`src/rtl/spi_seq_pkg.sv`:
```
`timescale 1ns/1ps
package spi_seq_pkg;
  localparam int BUF_BYTES = 64;
  localparam int BUF_WORDS = BUF_BYTES / 4;
  localparam int WIDX_W    = $clog2(BUF_WORDS);
  localparam int RA_W      = WIDX_W + 1;
  localparam int BIDX_W    = $clog2(BUF_BYTES);
  localparam int MENU_N    = 8;
  localparam int PFX_N     = 2;
  localparam int MIDX_W    = $clog2(MENU_N);
  localparam int PIDX_W    = $clog2(PFX_N);
  localparam int TYPE_W    = 2 * MENU_N;
  localparam int ADDR_BITS = 24;

  // register word addresses below the buffer window
  localparam int RA_CTRL    = 0;
  localparam int RA_STAT    = 1;
  localparam int RA_ADDR    = 2;
  localparam int RA_TYPE    = 3;
  localparam int RA_MENU_LO = 4;
  localparam int RA_MENU_HI = 5;
  localparam int RA_PFX     = 6;

  localparam int ST_BUSY_B = 0;
  localparam int ST_DONE_B = 1;
  localparam int ST_BLK_B  = 2;

  localparam int TY_ADDR = 0;
  localparam int TY_PFX  = 1;

  typedef struct packed {
    logic [BIDX_W-1:0] last;
    logic [PIDX_W-1:0] pidx;
    logic [MIDX_W-1:0] midx;
    logic              rd;
    logic              den;
    logic              atomic;
    logic              go;
  } ctrl_t;

  localparam int CTRL_W = $bits(ctrl_t);

  typedef enum logic [2:0] {ST_IDLE, ST_SEND, ST_WAIT, ST_GAP, ST_FIN} seq_state_t;
  typedef enum logic [1:0] {PH_PRE, PH_OP, PH_ADDR, PH_DATA} seq_phase_t;
endpackage

```
`src/rtl/spi_seq_shifter.sv`:
```
`timescale 1ns/1ps
module spi_seq_shifter #(
  parameter int DIV = 4,
  localparam int HALF = DIV / 2,
  localparam int HW = $clog2(HALF) + 1
) (
  input  logic       clk,
  input  logic       rst_n,
  input  logic       start,
  input  logic [7:0] tx,
  input  logic       miso,
  output logic       sclk,
  output logic       mosi,
  output logic       done,
  output logic [7:0] rx,
  output logic       busy
);
  logic [HW-1:0] cnt;
  logic [7:0]    sh;
  logic [2:0]    bitn;

  assign mosi = busy ? sh[7] : 1'b0;

  always_ff @(posedge clk or negedge rst_n) begin
    if (!rst_n) begin
      cnt <= '0; sh <= '0; bitn <= '0; sclk <= 1'b0;
      done <= 1'b0; rx <= '0; busy <= 1'b0;
    end else begin
      done <= 1'b0;
      if (!busy) begin
        if (start) begin
          busy <= 1'b1; sh <= tx; cnt <= '0; bitn <= '0; sclk <= 1'b0;
        end
      end else if (cnt == HW'(HALF - 1)) begin
        cnt <= '0;
        if (!sclk) begin
          sclk <= 1'b1;
          rx   <= {rx[6:0], miso};
        end else begin
          sclk <= 1'b0;
          if (bitn == 3'd7) begin
            busy <= 1'b0;
            done <= 1'b1;
          end else begin
            bitn <= bitn + 3'd1;
            sh   <= {sh[6:0], 1'b0};
          end
        end
      end else begin
        cnt <= cnt + HW'(1);
      end
    end
  end

  p_sclk_idle_low_r2: assert property (@(posedge clk) disable iff (!rst_n)
    !busy |-> !sclk);
  p_mosi_hold_high_r2: assert property (@(posedge clk) disable iff (!rst_n)
    (sclk && $past(sclk)) |-> $stable(mosi));
  p_half_bound_r11: assert property (@(posedge clk) disable iff (!rst_n)
    cnt < HW'(HALF));
endmodule

```
`src/rtl/spi_seq_regs.sv`:
```
`timescale 1ns/1ps
module spi_seq_regs
  import spi_seq_pkg::*;
(
  input  logic                    clk,
  input  logic                    rst_n,
  input  logic                    wr_en,
  input  logic [RA_W-1:0]         wr_addr,
  input  logic [31:0]             wr_data,
  input  logic [RA_W-1:0]         rd_addr,
  output logic [31:0]             rd_data,
  input  logic                    eng_busy,
  input  logic                    eng_done,
  input  logic                    eng_blocked,
  output logic                    go,
  output ctrl_t                   ctrl,
  output logic [MENU_N*8-1:0]     menu,
  output logic [PFX_N*8-1:0]      pfx,
  output logic [TYPE_W-1:0]       type_bits,
  output logic [ADDR_BITS-1:0]    addr,
  input  logic [BIDX_W-1:0]       buf_ridx,
  output logic [7:0]              buf_rbyte,
  input  logic                    buf_we,
  input  logic [BIDX_W-1:0]       buf_widx,
  input  logic [7:0]              buf_wbyte
);
  logic [7:0] mem [BUF_BYTES];
  logic       sts_done, sts_blk;
  logic       reg_wr;

  assign reg_wr    = wr_en && !wr_addr[RA_W-1];
  assign go        = reg_wr && (int'(wr_addr[WIDX_W-1:0]) == RA_CTRL) && wr_data[0];
  assign ctrl      = ctrl_t'(wr_data[CTRL_W-1:0]);
  assign buf_rbyte = mem[buf_ridx];

  always_ff @(posedge clk or negedge rst_n) begin
    if (!rst_n) begin
      addr <= '0; type_bits <= '0; menu <= '0; pfx <= '0;
      sts_done <= 1'b0; sts_blk <= 1'b0;
    end else begin
      if (reg_wr) begin
        case (int'(wr_addr[WIDX_W-1:0]))
          RA_ADDR:    addr <= wr_data[ADDR_BITS-1:0];
          RA_TYPE:    type_bits <= wr_data[TYPE_W-1:0];
          RA_MENU_LO: menu[31:0] <= wr_data;
          RA_MENU_HI: menu[63:32] <= wr_data;
          RA_PFX:     pfx <= wr_data[PFX_N*8-1:0];
          RA_STAT: begin
            if (wr_data[ST_DONE_B]) sts_done <= 1'b0;
            if (wr_data[ST_BLK_B])  sts_blk  <= 1'b0;
          end
          default: ;
        endcase
      end
      if (eng_done)    sts_done <= 1'b1;
      if (eng_blocked) sts_blk  <= 1'b1;
    end
  end

  always_ff @(posedge clk or negedge rst_n) begin
    if (!rst_n) begin
      for (int i = 0; i < BUF_BYTES; i++) mem[i] <= '0;
    end else begin
      if (wr_en && wr_addr[RA_W-1])
        for (int b = 0; b < 4; b++) mem[{wr_addr[WIDX_W-1:0], 2'(b)}] <= wr_data[8*b +: 8];
      if (buf_we) mem[buf_widx] <= buf_wbyte;
    end
  end

  always_comb begin
    rd_data = '0;
    if (rd_addr[RA_W-1]) begin
      for (int b = 0; b < 4; b++) rd_data[8*b +: 8] = mem[{rd_addr[WIDX_W-1:0], 2'(b)}];
    end else begin
      case (int'(rd_addr[WIDX_W-1:0]))
        RA_STAT: begin
          rd_data[ST_BUSY_B] = eng_busy;
          rd_data[ST_DONE_B] = sts_done;
          rd_data[ST_BLK_B]  = sts_blk;
        end
        RA_ADDR:    rd_data[ADDR_BITS-1:0] = addr;
        RA_TYPE:    rd_data[TYPE_W-1:0] = type_bits;
        RA_MENU_LO: rd_data = menu[31:0];
        RA_MENU_HI: rd_data = menu[63:32];
        RA_PFX:     rd_data[PFX_N*8-1:0] = pfx;
        default:    rd_data = '0;
      endcase
    end
  end

  p_done_sets_flag_r9: assert property (@(posedge clk) disable iff (!rst_n)
    eng_done |=> sts_done);
  p_block_sets_flag_r8: assert property (@(posedge clk) disable iff (!rst_n)
    eng_blocked |=> sts_blk);
endmodule

```
`src/rtl/spi_seq_fsm.sv`:
```
`timescale 1ns/1ps
module spi_seq_fsm
  import spi_seq_pkg::*;
#(
  parameter int GAP_CYC = 4,
  localparam int GAP_W = $clog2(GAP_CYC + 1)
) (
  input  logic                  clk,
  input  logic                  rst_n,
  input  logic                  go,
  input  ctrl_t                 ctrl_in,
  input  logic [MENU_N*8-1:0]   menu,
  input  logic [PFX_N*8-1:0]    pfx,
  input  logic [TYPE_W-1:0]     type_bits,
  input  logic [ADDR_BITS-1:0]  addr,
  output logic [BIDX_W-1:0]     buf_ridx,
  input  logic [7:0]            buf_rbyte,
  output logic                  buf_we,
  output logic [BIDX_W-1:0]     buf_widx,
  output logic [7:0]            buf_wbyte,
  output logic                  sh_start,
  output logic [7:0]            sh_tx,
  input  logic                  sh_done,
  input  logic [7:0]            sh_rx,
  output logic                  cs_n,
  output logic                  busy,
  output logic                  done_o,
  output logic                  blocked_o
);
  seq_state_t             st;
  seq_phase_t             ph;
  ctrl_t                  cur;
  logic [1:0]             cur_ty;
  logic [1:0]             ty_in;
  logic [ADDR_BITS-1:0]   cur_addr;
  logic [BIDX_W-1:0]      idx;
  logic [GAP_W-1:0]       gap;

  assign ty_in     = type_bits[2*ctrl_in.midx +: 2];
  assign busy      = (st != ST_IDLE);
  assign sh_start  = (st == ST_SEND);
  assign buf_ridx  = idx;
  assign buf_widx  = idx;
  assign buf_wbyte = sh_rx;
  assign buf_we    = (st == ST_WAIT) && sh_done && (ph == PH_DATA) && cur.rd;

  always_comb begin
    case (ph)
      PH_PRE:  sh_tx = pfx[8*cur.pidx +: 8];
      PH_OP:   sh_tx = menu[8*cur.midx +: 8];
      PH_ADDR: sh_tx = 8'(cur_addr >> (16 - 8*int'(idx)));
      default: sh_tx = cur.rd ? 8'h00 : buf_rbyte;
    endcase
  end

  always_ff @(posedge clk or negedge rst_n) begin
    if (!rst_n) begin
      st <= ST_IDLE; ph <= PH_OP; cur <= '0; cur_ty <= '0; cur_addr <= '0;
      idx <= '0; gap <= '0; cs_n <= 1'b1; done_o <= 1'b0; blocked_o <= 1'b0;
    end else begin
      done_o    <= 1'b0;
      blocked_o <= 1'b0;
      case (st)
        ST_IDLE: if (go) begin
          if (ty_in[TY_PFX] && !ctrl_in.atomic) begin
            blocked_o <= 1'b1;
          end else begin
            cur      <= ctrl_in;
            cur_ty   <= ty_in;
            cur_addr <= addr;
            idx      <= '0;
            ph       <= ctrl_in.atomic ? PH_PRE : PH_OP;
            cs_n     <= 1'b0;
            st       <= ST_SEND;
          end
        end
        ST_SEND: st <= ST_WAIT;
        ST_WAIT: if (sh_done) begin
          st  <= ST_SEND;
          idx <= idx + BIDX_W'(1);
          case (ph)
            PH_PRE: begin
              ph <= PH_OP; idx <= '0; cs_n <= 1'b1; gap <= '0; st <= ST_GAP;
            end
            PH_OP: begin
              idx <= '0;
              if (cur_ty[TY_ADDR]) ph <= PH_ADDR;
              else if (cur.den)    ph <= PH_DATA;
              else                 st <= ST_FIN;
            end
            PH_ADDR: if (idx == BIDX_W'(2)) begin
              idx <= '0;
              if (cur.den) ph <= PH_DATA;
              else         st <= ST_FIN;
            end
            default: if (idx == cur.last) st <= ST_FIN;
          endcase
        end
        ST_GAP: begin
          if (gap == GAP_W'(GAP_CYC - 1)) begin
            cs_n <= 1'b0;
            st   <= ST_SEND;
          end else begin
            gap <= gap + GAP_W'(1);
          end
        end
        ST_FIN: begin
          cs_n   <= 1'b1;
          done_o <= 1'b1;
          st     <= ST_IDLE;
        end
        default: st <= ST_IDLE;
      endcase
    end
  end

  p_idle_cs_high_r1: assert property (@(posedge clk) disable iff (!rst_n)
    (st == ST_IDLE) |-> cs_n);
  p_done_single_r9: assert property (@(posedge clk) disable iff (!rst_n)
    done_o |=> !done_o);
  p_block_quiet_r8: assert property (@(posedge clk) disable iff (!rst_n)
    blocked_o |-> (cs_n && st == ST_IDLE));
  p_go_ignored_r10: assert property (@(posedge clk) disable iff (!rst_n)
    (go && st != ST_IDLE) |=> $stable(cur));
endmodule

```
`src/rtl/spi_cmd_seq.sv`:
```
`timescale 1ns/1ps
module spi_cmd_seq
  import spi_seq_pkg::*;
#(
  parameter int DIV = 4
) (
  input  logic            clk,
  input  logic            rst_n,
  input  logic            wr_en,
  input  logic [RA_W-1:0] wr_addr,
  input  logic [31:0]     wr_data,
  input  logic [RA_W-1:0] rd_addr,
  output logic [31:0]     rd_data,
  output logic            spi_cs_n,
  output logic            spi_sclk,
  output logic            spi_mosi,
  input  logic            spi_miso,
  output logic            cycle_done,
  output logic            busy
);
  logic                 go, eng_blocked, buf_we, sh_start, sh_done, sh_busy;
  ctrl_t                ctrl;
  logic [MENU_N*8-1:0]  menu;
  logic [PFX_N*8-1:0]   pfx;
  logic [TYPE_W-1:0]    type_bits;
  logic [ADDR_BITS-1:0] addr;
  logic [BIDX_W-1:0]    buf_ridx, buf_widx;
  logic [7:0]           buf_rbyte, buf_wbyte, sh_tx, sh_rx;

  spi_seq_regs u_regs (
    .clk, .rst_n, .wr_en, .wr_addr, .wr_data, .rd_addr, .rd_data,
    .eng_busy(busy), .eng_done(cycle_done), .eng_blocked(eng_blocked),
    .go, .ctrl, .menu, .pfx, .type_bits, .addr,
    .buf_ridx, .buf_rbyte, .buf_we, .buf_widx, .buf_wbyte
  );

  spi_seq_fsm #(.GAP_CYC(DIV)) u_fsm (
    .clk, .rst_n, .go, .ctrl_in(ctrl), .menu, .pfx, .type_bits, .addr,
    .buf_ridx, .buf_rbyte, .buf_we, .buf_widx, .buf_wbyte,
    .sh_start, .sh_tx, .sh_done, .sh_rx,
    .cs_n(spi_cs_n), .busy, .done_o(cycle_done), .blocked_o(eng_blocked)
  );

  spi_seq_shifter #(.DIV(DIV)) u_shift (
    .clk, .rst_n, .start(sh_start), .tx(sh_tx), .miso(spi_miso),
    .sclk(spi_sclk), .mosi(spi_mosi), .done(sh_done), .rx(sh_rx), .busy(sh_busy)
  );

  p_shift_inside_frame_r2: assert property (@(posedge clk) disable iff (!rst_n)
    sh_busy |-> !spi_cs_n);
endmodule

```
`config.mk`:
```
export PLATFORM = sky130hd
export DESIGN_NAME = spi_cmd_seq
export DESIGN_NICKNAME = d
export VERILOG_FILES = /design/src/rtl/spi_seq_pkg.sv /design/src/rtl/spi_seq_shifter.sv /design/src/rtl/spi_seq_regs.sv /design/src/rtl/spi_seq_fsm.sv /design/src/rtl/spi_cmd_seq.sv
export SDC_FILE = /design/constraint.sdc
export NUM_CORES = 2
export LEC_CHECK = 0
export CORE_MARGIN = 10
export CORE_UTILIZATION = 54
export CTS_BUF_LIST = sky130_fd_sc_hd__clkbuf_8 sky130_fd_sc_hd__clkbuf_16
export CTS_CLUSTER_DIAMETER = 150
export DETAILED_ROUTE_END_ITERATION = 16
export PLACE_DENSITY_LB_ADDON = 0.05
export SYNTH_ARGS = -nofsm -noshare
export SYNTH_HDL_FRONTEND = slang
export SYNTH_HIERARCHICAL = 1
export SYNTH_SLANG_ARGS = --single-unit
```
`constraint.sdc`:
```
create_clock -name clk -period 3.15 [get_ports clk]
set_clock_uncertainty 0.05 [all_clocks]
set_input_delay 0.63 -clock clk [delete_from_list [all_inputs] [get_ports clk]]
set_output_delay 0.63 -clock clk [all_outputs]
set_load 0.02 [all_outputs]
```
==> key figures <==
Cells and area
  • NumNets Final: 4203
  • Utilization after layout: 66.3%
  • Layout cells sized above 1: 32.0%
  • Layout area overhead: 21.2%

Drt
  • Number of vias per cell after detailed routing: 7.29
  • Mean routed wirelength per cell: 39.2 um
  • Wire length reported by the detailed router: 206 mm
  • Total via count in the routed design: 38300
  • DRC errors left: 0
  • Total length of routed met2 wires: 79.7 mm
  • Iteration count of the initial detailed-routing pass: 10
  • Post-route met1 wirelength: 71.9 mm
  • Max layer used: met5
  • Met3 WL: 36.7 mm
  • Remaining antenna violation count: 0
  • Iteration-0 DRC count of the detailed router: 6803

Critical path
  • Worst setup path startpoint: u_regs/mem[254]
  • Critical path class: register to primary output
  • Worst reg2reg startpoint: u_fsm/buf_ridx[2]
  • Data arrival time of the worst path: 2760 ps
  • Worst Setup End Kind: primary output
  • Critical-path maximum fanout: 2
  • Crit start category: register
  • Data required time at the worst endpoint: 2470 ps

Power
  • Total leakage power: 20.5 nW
  • Max VDD drop: 1.07 mV
  • Design Power: 35.7 mW
  • Cell Pwr Density: 691 nW/um2

Floorplan
  • Number of top-level pins: 83
  • Die Y-Extent: 301 um
  • Full die area: 90500 um2
  • Floorplan Core Area: 77800 um2
  • Starting density of the core: 54.7%
  • Total number of placement rows: 102
  • Die X: 301 um

Placement
  • Number of port buffers: 82
  • Post-detail-place hpwl: 144 mm
  • Gpl congestion: 1.17
  • Pre-CTS worst setup slack: -654 ps

STA
  • Unrepaired setup endpoints after global routing: true
  • Finish-stage setup viols: 35
  • Fmax: 291 MHz
  • Period utilization: 109%
  • Least-Margin Pin Slew: 1020 ps
  • Min Tclk post-route: 3440 ps
  • PnR worst setup slack: -291 ps
  • Final max-slew violation count: 0
  • Fin. Hold Viols: 0
  • Rel. slew slack: 32.1%
  • Final hold slack: 456 ps
  • Setup_tns: -5230 ps

Min path
  • Min-delay src: u_fsm/gap[0]
  • Class of the tightest hold or removal check: register to register

GRT
  • Number of antenna violations at the first check in global routing: 18
  • Maximum number of pins on one net before global-route repair: 106
  • Vias in the first global route: 36600
  • Overflow left after global routing: 0
  • Global-route wire length before repair: 285 mm
  • Total global-route track usage: 44.6%

Synthesis
  • Post-Syn Nets: 3898
  • Mean cell area of the mapped netlist: 11.1 um2
  • Post-synthesis instance area: 42600 um2
  • Number of instances in the synthesized netlist: 3839
  • Synth Warn #: 6

Clock tree
  • CTS sink cnt: 712
  • Clock Pin Slew Worst Setup and Hold Paths: 70 ps
  • Clk root buf: sky130_fd_sc_hd__clkbuf_16
  • Clock latency on the worst-skew pair: 650 ps
  • CTS tree: done
  • Depth of the CTS H-tree: 3
  • Number of CTS-inserted buffers: 82
  • Clock buffer depth: 3

Run
  • Number of max-cap violations: 0

Outcome
  • Violations in the final reports: negative setup slack
  • Outcome: finished with violations
[power by group]
group	internal [mW]	switching [mW]
Combinational	5.22	6.17
Clock	6.11	4.18
Sequential	11.0	3.00
Total	22.3	13.3
[final cells by class]
| type | count | area [um2] |
|---|---|---|
| Multi-Input combinational cell | 2700 | 23100 |
| Antenna cell | 7 | 17.5 |
| Tap cell | 1040 | 1300 |
| Sequential cell | 712 | 17900 |
| Timing Repair Buffer | 630 | 6330 |
| Clock buffer | 99 | 2310 |
| Clock inverter | 47 | 557 |
| Inverter | 18 | 70.1 |
| Fill cell | 5847 | 26200 |
[state kept, by name, summed over array words and instances (netlist names), 2 cells and up]
signal and count:
u_regs/pfx 16, u_regs/type_bits 16, u_shift/rx 8, u_fsm/ph 2, u_shift/sh 8, u_shift/bitn 3
u_fsm/cur 12, u_fsm/cur_addr 24, u_shift/cnt 2, u_fsm/st 3, u_regs/mem 512, u_fsm/gap 3
u_regs/addr 24, u_fsm/buf_ridx 6, u_regs/menu 64
[repair_timing]
action                                  in CTS  in global routing
endpoints found under the setup margin      33                 37
gates resized for setup                    296                 42
gates cloned                                 9                  4
endpoints found under the hold margin       31                  0
buffers inserted                            56                 27
pin swaps                                   19                 12
hold buffers                                 1                  0
[path summary, 6_finish.rpt]
path / endpoint / slack (ps) / depth (start not counted)
max: rd_data[6] / -290 / 4
max in group asynchronous: u_regs/mem[453] / 1450 / 3
min reg2reg: u_fsm/gap[0] / 460 / 1
min: u_fsm/gap[0] / 460 / 1
min in group asynchronous: u_regs/mem[238] / 490 / 2
max reg2reg: u_shift/sh[1] / -30 / 10
[cells in the final DEF, fill, tap and decap left out, types with 14 or more instances in the layout]
cell type	instances
sky130_fd_sc_hd__dfrtp_1	634
sky130_fd_sc_hd__mux2i_1	571
sky130_fd_sc_hd__nand2_1	459
sky130_fd_sc_hd__buf_4	438
sky130_fd_sc_hd__o21ai_0	347
sky130_fd_sc_hd__mux4_2	306
sky130_fd_sc_hd__nor2_1	270
sky130_fd_sc_hd__a21oi_1	217
sky130_fd_sc_hd__mux2_2	152
sky130_fd_sc_hd__clkbuf_16	87
sky130_fd_sc_hd__buf_12	76
sky130_fd_sc_hd__dfrtp_2	72
sky130_fd_sc_hd__clkdlybuf4s50_1	44
sky130_fd_sc_hd__buf_6	41
sky130_fd_sc_hd__nor2b_1	25
sky130_fd_sc_hd__inv_1	23
sky130_fd_sc_hd__o22ai_1	22
sky130_fd_sc_hd__o211ai_1	17
sky130_fd_sc_hd__a22o_1	17
sky130_fd_sc_hd__clkbuf_8	15
sky130_fd_sc_hd__nand2b_1	15
sky130_fd_sc_hd__o221ai_1	15
sky130_fd_sc_hd__nand3_1	15
sky130_fd_sc_hd__a22oi_1	15
sky130_fd_sc_hd__buf_16	14
[metrics by stage]
stage          area (um2)  std cells
2_1_floorplan       42600       3839
4_1_cts             51200       5216
3_3_place_gp        47200       5004
6_report            51600       5253
3_5_place_dp        47200       5004
5_1_grt             51600       5247
[layer usage]
metal | global-route usage, % | vias to the layer above
met2 | 58.8 | 3672
li1 | - | 14600
met4 | 28.3 | 24
met5 | 1.41 | -
met3 | 23.4 | 1024
met1 | 56.4 | 18900
[critical path, stage by stage, from the launching register on]
cell and delay, ps:
sky130_fd_sc_hd__dfrtp_2 480, sky130_fd_sc_hd__mux4_2 590, sky130_fd_sc_hd__mux4_2 600, sky130_fd_sc_hd__a22o_1 270
sky130_fd_sc_hd__buf_6 150
(Power assumes the default switching activity.)
